### src/rtl/irq_agg_pkg.sv
package irq_agg_pkg;

  localparam int PINS_PER_DEV = 4;

  // Rotation of pin by device slot onto the shared lines.
  function automatic int route_line(input int src, input int nlines);
    int dev;
    int pin;
    dev = src / PINS_PER_DEV;
    pin = src % PINS_PER_DEV;
    return (pin + dev) % nlines;
  endfunction

  // Width of a counter able to hold n.
  function automatic int count_bits(input int n);
    return $clog2(n + 1);
  endfunction

endpackage

### src/rtl/irq_src_tracker.sv
module irq_src_tracker #(
  parameter int NSRC = 16
) (
  input  logic            clk,
  input  logic            rst,
  input  logic [NSRC-1:0] upd_valid,
  input  logic [NSRC-1:0] upd_level,
  output logic [NSRC-1:0] src_level_q,
  output logic [NSRC-1:0] src_rise,
  output logic [NSRC-1:0] src_fall
);

  for (genvar s = 0; s < NSRC; s++) begin : g_src
    logic changed;
    assign changed     = upd_valid[s] && (upd_level[s] != src_level_q[s]);
    assign src_rise[s] = changed && upd_level[s];
    assign src_fall[s] = changed && !upd_level[s];

    always_ff @(posedge clk) begin
      if (rst) src_level_q[s] <= 1'b0;
      else if (changed) src_level_q[s] <= upd_level[s];
    end

    AST_SAME_LEVEL_KEEPS: assert property (@(posedge clk) disable iff (rst)
      (upd_valid[s] && upd_level[s] == src_level_q[s]) |=> $stable(src_level_q[s]));
  end

endmodule

### src/rtl/irq_line_counter.sv
module irq_line_counter
  import irq_agg_pkg::*;
#(
  parameter int NSRC     = 16,
  parameter int NLINES   = 4,
  parameter int LINE_IDX = 0,
  parameter int CW       = 5
) (
  input  logic            clk,
  input  logic            rst,
  input  logic [NSRC-1:0] src_rise,
  input  logic [NSRC-1:0] src_fall,
  output logic [CW-1:0]   count_q,
  output logic            line_active
);

  logic [CW-1:0] count_next;

  // Fold every source step into the running count in ascending order.
  always_comb begin
    count_next = count_q;
    for (int s = 0; s < NSRC; s++) begin
      if (route_line(s, NLINES) == LINE_IDX) begin
        count_next = count_next + CW'(src_rise[s]) - CW'(src_fall[s]);
      end
    end
  end

  always_ff @(posedge clk) begin
    if (rst) count_q <= '0;
    else     count_q <= count_next;
  end

  assign line_active = (count_q != '0);

  AST_NO_OVERFLOW: assert property (@(posedge clk) disable iff (rst)
    count_q <= CW'(NSRC));

endmodule

### src/rtl/irq_share_agg.sv
module irq_share_agg
  import irq_agg_pkg::*;
#(
  parameter int NUM_DEV   = 4,
  parameter int NUM_LINES = 4
) (
  input  logic                        clk,
  input  logic                        rst,
  input  logic [NUM_DEV*PINS_PER_DEV-1:0] upd_valid,
  input  logic [NUM_DEV*PINS_PER_DEV-1:0] upd_level,
  output logic [NUM_LINES-1:0]        irq_line
);

  localparam int NSRC = NUM_DEV * PINS_PER_DEV;
  localparam int CW   = count_bits(NSRC);

  logic [NSRC-1:0] src_level_q;
  logic [NSRC-1:0] src_rise;
  logic [NSRC-1:0] src_fall;

  irq_src_tracker #(.NSRC(NSRC)) u_track (
    .clk        (clk),
    .rst        (rst),
    .upd_valid  (upd_valid),
    .upd_level  (upd_level),
    .src_level_q(src_level_q),
    .src_rise   (src_rise),
    .src_fall   (src_fall)
  );

  for (genvar l = 0; l < NUM_LINES; l++) begin : g_line
    logic [CW-1:0] line_count;
    logic [CW-1:0] held_ones;

    irq_line_counter #(
      .NSRC(NSRC), .NLINES(NUM_LINES), .LINE_IDX(l), .CW(CW)
    ) u_cnt (
      .clk        (clk),
      .rst        (rst),
      .src_rise   (src_rise),
      .src_fall   (src_fall),
      .count_q    (line_count),
      .line_active(irq_line[l])
    );

    // Population of stored high levels routed to this line.
    always_comb begin
      held_ones = '0;
      for (int s = 0; s < NSRC; s++) begin
        if (route_line(s, NUM_LINES) == l) held_ones = held_ones + CW'(src_level_q[s]);
      end
    end

    AST_COUNT_MATCHES_LEVELS: assert property (@(posedge clk) disable iff (rst)
      line_count == held_ones);
    AST_LINE_IS_OR: assert property (@(posedge clk) disable iff (rst)
      irq_line[l] == (held_ones != '0));
    AST_RESET_CLEARS: assert property (@(posedge clk)
      rst |=> (line_count == '0));
  end

endmodule

### config.mk
export PLATFORM = sky130hd
export DESIGN_NAME = irq_share_agg
export DESIGN_NICKNAME = d
export VERILOG_FILES = /design/src/rtl/irq_agg_pkg.sv /design/src/rtl/irq_src_tracker.sv /design/src/rtl/irq_line_counter.sv /design/src/rtl/irq_share_agg.sv
export SDC_FILE = /design/constraint.sdc
export NUM_CORES = 1
export LEC_CHECK = 0
export ABC_AREA = 1
export CORE_AREA = 2 2 60 119
export CTS_BUF_LIST = sky130_fd_sc_hd__clkbuf_16
export DETAILED_ROUTE_END_ITERATION = 6
export DIE_AREA = 0 0 62 121
export DONT_BUFFER_PORTS = 1
export PLACE_DENSITY = 0.57
export SLEW_MARGIN = 20
export SYNTH_ARGS = -nofsm -noshare
export SYNTH_HDL_FRONTEND = slang
export SYNTH_SLANG_ARGS = --single-unit
### constraint.sdc
create_clock -name clk -period 3.8 [get_ports clk]
set_input_delay 0.38 -clock clk [delete_from_list [all_inputs] [get_ports clk]]
set_output_delay 0.38 -clock clk [all_outputs]
set_load 0.01 [all_outputs]
# Yosys cells after proc, flatten, opt, wreduce, memory -nomap -nowiden
# Cells that the tools add are included.
[word_totals]
register_bits = 36
out_inout_bits = 4
wordCells = 136
[op_classes]
n_addsub = 32
eq_ne = 16
reduce_logical = 68
[op_table]
columns = ["operator", "n"]
rows = [
  ["adder 5 x 1 -> 5 bit", 16],
  ["subtractor 5 x 1 -> 5 bit", 16],
  ["logical AND 1 bit", 48],
  ["nonzero test 5 bit", 4],
  ["logical NOT 1 bit", 16],
  ["inequality test 1 bit", 16],
]

# Depth between registers and ports, before layout
[logic_depth]
depth_word = 11
depth_mapped = 15
depth_no_buf = 15

# Cells and area by module
# Synthesis repeated with hierarchy kept, for this count alone.
[hier_totals]
cells_unflattened = 366
hier_area_um2 = 2760.1
[modules_own_cells]
columns = ["module", "n_inst", "cells_per_inst", "area_each_um2"]
rows = [
  ["irq_line_counter (g_line[0].u_cnt ...)", 3, 55, 456.7],
  ["irq_src_tracker", 1, 146, 940.9],
  ["irq_line_counter (g_line[1].u_cnt)", 1, 55, 449.2],
]

# Worst setup path before layout
# No wires, ideal clock.
[synth_timing]
path_kind = "input-to-reg"
from = "input port upd_level[2]"
to = "register g_line[2].u_cnt.count_q[3]"
setup_ns = 0.114
arrival_time_ns = 2.782
slack_ns = 0.904
path_stages = 13
path_buffers = 0
path_cell_list = "nand3b_1 inv_1 fa_1 inv_1 fa_1 inv_1 fa_1 inv_1 ha_1 inv_1 fa_1 xor2_1 nor2_1"
[synth_between]
elab_chain_cells = 11
elab_cells_between_ends = 13
cone_classes = "8 x add/sub; 1 x eq/ne; 4 x reduce/logical"
[synth_lines]
columns = ["item", "line", "rtl"]
rows = [
  ["start: declaration", "irq_share_agg.sv:10", "input logic [NUM_DEV*PINS_PER_DEV-1:0] upd_level,"],
  ["inequality test 1 bit", "irq_src_tracker.sv:15", "assign changed = upd_valid[s] && (upd_level[s] != src_level_q[s]);"],
  ["logical AND 1 bit", "irq_src_tracker.sv:15", ""],
  ["logical AND 1 bit", "irq_src_tracker.sv:16", "assign src_rise[s] = changed && upd_level[s];"],
  ["adder 5 x 1 -> 5 bit", "irq_line_counter.sv:24", "count_next = count_next + CW'(src_rise[s]) - CW'(src_fall[s]);"],
  ["subtractor 5 x 1 -> 5 bit (*)", "irq_line_counter.sv:24", ""],
  ["adder 5 x 1 -> 5 bit (*)", "irq_line_counter.sv:24", ""],
  ["subtractor 5 x 1 -> 5 bit (*)", "irq_line_counter.sv:24", ""],
  ["adder 5 x 1 -> 5 bit (*)", "irq_line_counter.sv:24", ""],
  ["subtractor 5 x 1 -> 5 bit (*)", "irq_line_counter.sv:24", ""],
  ["adder 5 x 1 -> 5 bit (*)", "irq_line_counter.sv:24", ""],
  ["subtractor 5 x 1 -> 5 bit (*)", "irq_line_counter.sv:24", ""],
  ["end signal: assignment", "irq_line_counter.sv:31", "else count_q <= count_next;"],
  ["end: declaration", "irq_line_counter.sv:13", "output logic [CW-1:0] count_q,"],
]
# Every way passes the cells marked *; elsewhere a longest branch is shown, timed or not.
# A chain may end at the register's enable or synchronous reset.

# Final worst setup path
[layout_timing]
from = "register u_track.src_level_q[2]"
to = "register g_line[2].u_cnt.count_q[3]"
[layout_between]
elab_chain_cells = 11
elab_cells_between_ends = 12
cone_classes = "8 x add/sub; 1 x eq/ne; 3 x reduce/logical"
[layout_lines]
columns = ["item", "line", "rtl"]
rows = [
  ["start: declaration", "irq_src_tracker.sv:8", "output logic [NSRC-1:0] src_level_q,"],
  ["start signal: indexed assignment", "irq_src_tracker.sv:21", "else if (changed) src_level_q[s] <= upd_level[s];"],
  ["inequality test 1 bit (*)", "irq_src_tracker.sv:15", ""],
  ["logical AND 1 bit (*)", "irq_src_tracker.sv:15", ""],
  ["logical AND 1 bit", "irq_src_tracker.sv:16", ""],
  ["adder 5 x 1 -> 5 bit", "irq_line_counter.sv:24", ""],
  ["subtractor 5 x 1 -> 5 bit (*)", "irq_line_counter.sv:24", ""],
  ["adder 5 x 1 -> 5 bit (*)", "irq_line_counter.sv:24", ""],
  ["subtractor 5 x 1 -> 5 bit (*)", "irq_line_counter.sv:24", ""],
  ["adder 5 x 1 -> 5 bit (*)", "irq_line_counter.sv:24", ""],
  ["subtractor 5 x 1 -> 5 bit (*)", "irq_line_counter.sv:24", ""],
  ["adder 5 x 1 -> 5 bit (*)", "irq_line_counter.sv:24", ""],
  ["subtractor 5 x 1 -> 5 bit (*)", "irq_line_counter.sv:24", ""],
]
# Marked as above.

==> metrics <==
outcome completed; Die Ht between 100 and 150 µm; synth warn 0; Initial Utilization 0.393; asr flop ratio synth 0; hold-fix buffer count after cts 0; area fraction of the dominant cell type after synthesis 0.279; Critical Path RT 3.98 ns; H-tree lvl count 2; most frequent cell after synthesis inv_1; drt wl/cell roughly 12 µm; drt first pass iters 4; Hold/Removal Path Class input pin to register; std cell rows 42; post_cts resized 0; global-route wire length before repair about 7.6 mm; layout cells sized above 1 0.0160; CTS Buffer Depth 2; PD cells just under 700 nW/µm²; gate count after technology mapping 312; clk_skew ~0.0036 ns; max cap viols 0; Total Routed Length between 4 and 5 mm; Unique masters post-synth 17; Tcrit/Tclk final 0.765; max incr delay on CP around 0.54 ns; top post-synthesis cells by area dfxtp_1, fa_1, inv_1; Crit. End Element register; Max Fclk 344 MHz; setup TNS 0 ns; Yosys top cell by area dfxtp_1; Final WS setup roughly 0.89 ns; Syn Nets 390; Core Area ~6600 µm²; clk sink count 36; RSZ-0062 raised after global routing false; worst vdd ir between 0.2 and 0.25 mV; drc violations 0; top_reg_cell synth dfxtp_1; actual slew at the worst max-slew pin around 0.32 ns; Area Overhead vs Synth 7.57%; fin. max-slew vios 0; IO Port Bufs 0; GRT overflow 0; Pleak between 0.001 and 0.0015 µW; largest net degree at the start of global routing 31; Crit-path slowest cell fa_1; clock slew at reported path FFs roughly 0.06 ns; crit start category register; routability cong. 0.776; critical path arrival a little over 3 ns; Post-Syn Area per Cell slightly above 8 µm²; Via density between 4 and 5; Total Nets Final 390; detailed placement HPWL 3.81 mm; Top cell by count, worst path inv_1; Root Driver clkbuf_16; Worst-Skew Late Latency 0.28 ns; Die W roughly 62 µm; EDFF count, synth 0; initial antenna violation count 0; post-synth design cell area around 2600 µm²; number of buffers created by CTS 5; GRT Util Overall 0.141; Antenna Nets Post-Route 0; Setup Buffers After CTS 0; vias in the first global route about 1,900; final period demand of the worst path slightly below 3 ns; top post-synthesis cells by count inv_1, dfxtp_1, nand3b_1; die area about 7500 µm²; Fin. Hold Viols 0; via count 1,839; crit path kind register to register; Slew HR 0.785; diode count 0; CP max FO 3; Yosys reg bits 36; cell breakdown of the critical path nand3b_1 > inv_1 > fa_1 > inv_1 > fa_1 > inv_1 > fa_1 > inv_1 > ha_1 > inv_1 > fa_1 > xor2_1 > nor2_1; initial drt markers 56; CTS tree yes; # fillers approximately 700; Setup violations, final 0; Setup WS pre-CTS 0.778 ns; sequential area share after synthesis 0.279; I/O pins 38
## state kept, by name, indices dropped and copies added (netlist names)
| name | count |
|---|---|
| g_line.u_cnt.count_q | 20 |
| u_track.src_level_q | 16 |
## through the flow
step            util  cells  instance area, µm²  total power (µW)  hold slack (ns)
4_1_cts        0.422    401                2780              1930            0.153
2_1_floorplan      -    312                2580              1370            0.465
3_5_place_dp   0.402    393                2640              1530            0.453
3_3_place_gp   0.402    393                2640              1500            0.451
5_1_grt        0.422    401                2780              2130            0.146
6_report       0.422    401                2780              1880            0.161
## cell usage in the layout, fill, tap and decap left out, drive strengths merged, types with 7 or more instances in the layout
cell type / count
a21oi: 19
dfxtp: 36
fa: 28
ha: 16
inv: 87
nand2: 27
nand3: 7
nand3b: 32
nor2: 31
nor3: 16
## routing by layer
metal  GRT usage  routed length [µm]  up-vias
li1            -                   -      936
met1       0.130                1620      868
met2       0.260                2700       27
met3      0.0352                 174        8
met4      0.0705                 150        0
met5           0                   0        -
## logic make-up (layout without fill, tap and decap cells)
| family | after synthesis | count (layout) | share of synthesized area |
|---|---|---|---|
| AO/OA/AOI/OAI | 19 | 19 | 0.0369 |
| XOR/XNOR | 4 | 4 | 0.0136 |
| adder cells (fa/ha/maj) | 44 | 44 | 0.295 |
| buffers and inverters | 92 | 93 | 0.144 |
| flip-flops | 36 | 36 | 0.279 |
| AND/OR/NAND/NOR | 117 | 117 | 0.232 |
## worst max-delay path, delay by kind of cell, from the launching register on
family,cells,cell delay (ns)
simple gates,2,0.14
fa+ha+maj,5,1.88
flops,1,0.31
buf+inv,5,0.31
xor+xnor,1,0.15
## where the power goes
group	internal [µW]	total, µW	leakage, µW	switching, µW
combinational	418	941	0.00110	523
sequential	486	548	0.000299	62.3
clock	236	391	0.0000738	156
total	1140	1880	0.00148	741
## final cells by class
type / count / area, µm² / share of cell area
clock buffer: 5 / 125 / 0.0451
clock inverter: 3 / 11.3 / 0.00406
inverter: 85 / 319 / 0.115
multi-input combinational: 184 / 1490 / 0.537
sequential: 36 / 721 / 0.260
tap: 88 / 110 / 0.0397
## final timing paths
check | from | end | slack (ns) | cells after the start
max | u_track.src_level_q[2] | g_line[2].u_cnt.count_q[3] | 0.89 | 13
min | rst | g_line[1].u_cnt.count_q[2] | 0.16 | 1
min reg2reg | u_track.src_level_q[8] | u_track.src_level_q[8] | 0.50 | 2
max reg2reg | u_track.src_level_q[2] | g_line[2].u_cnt.count_q[3] | 0.89 | 13
Note: power is estimated with default switching activity, not from simulation.
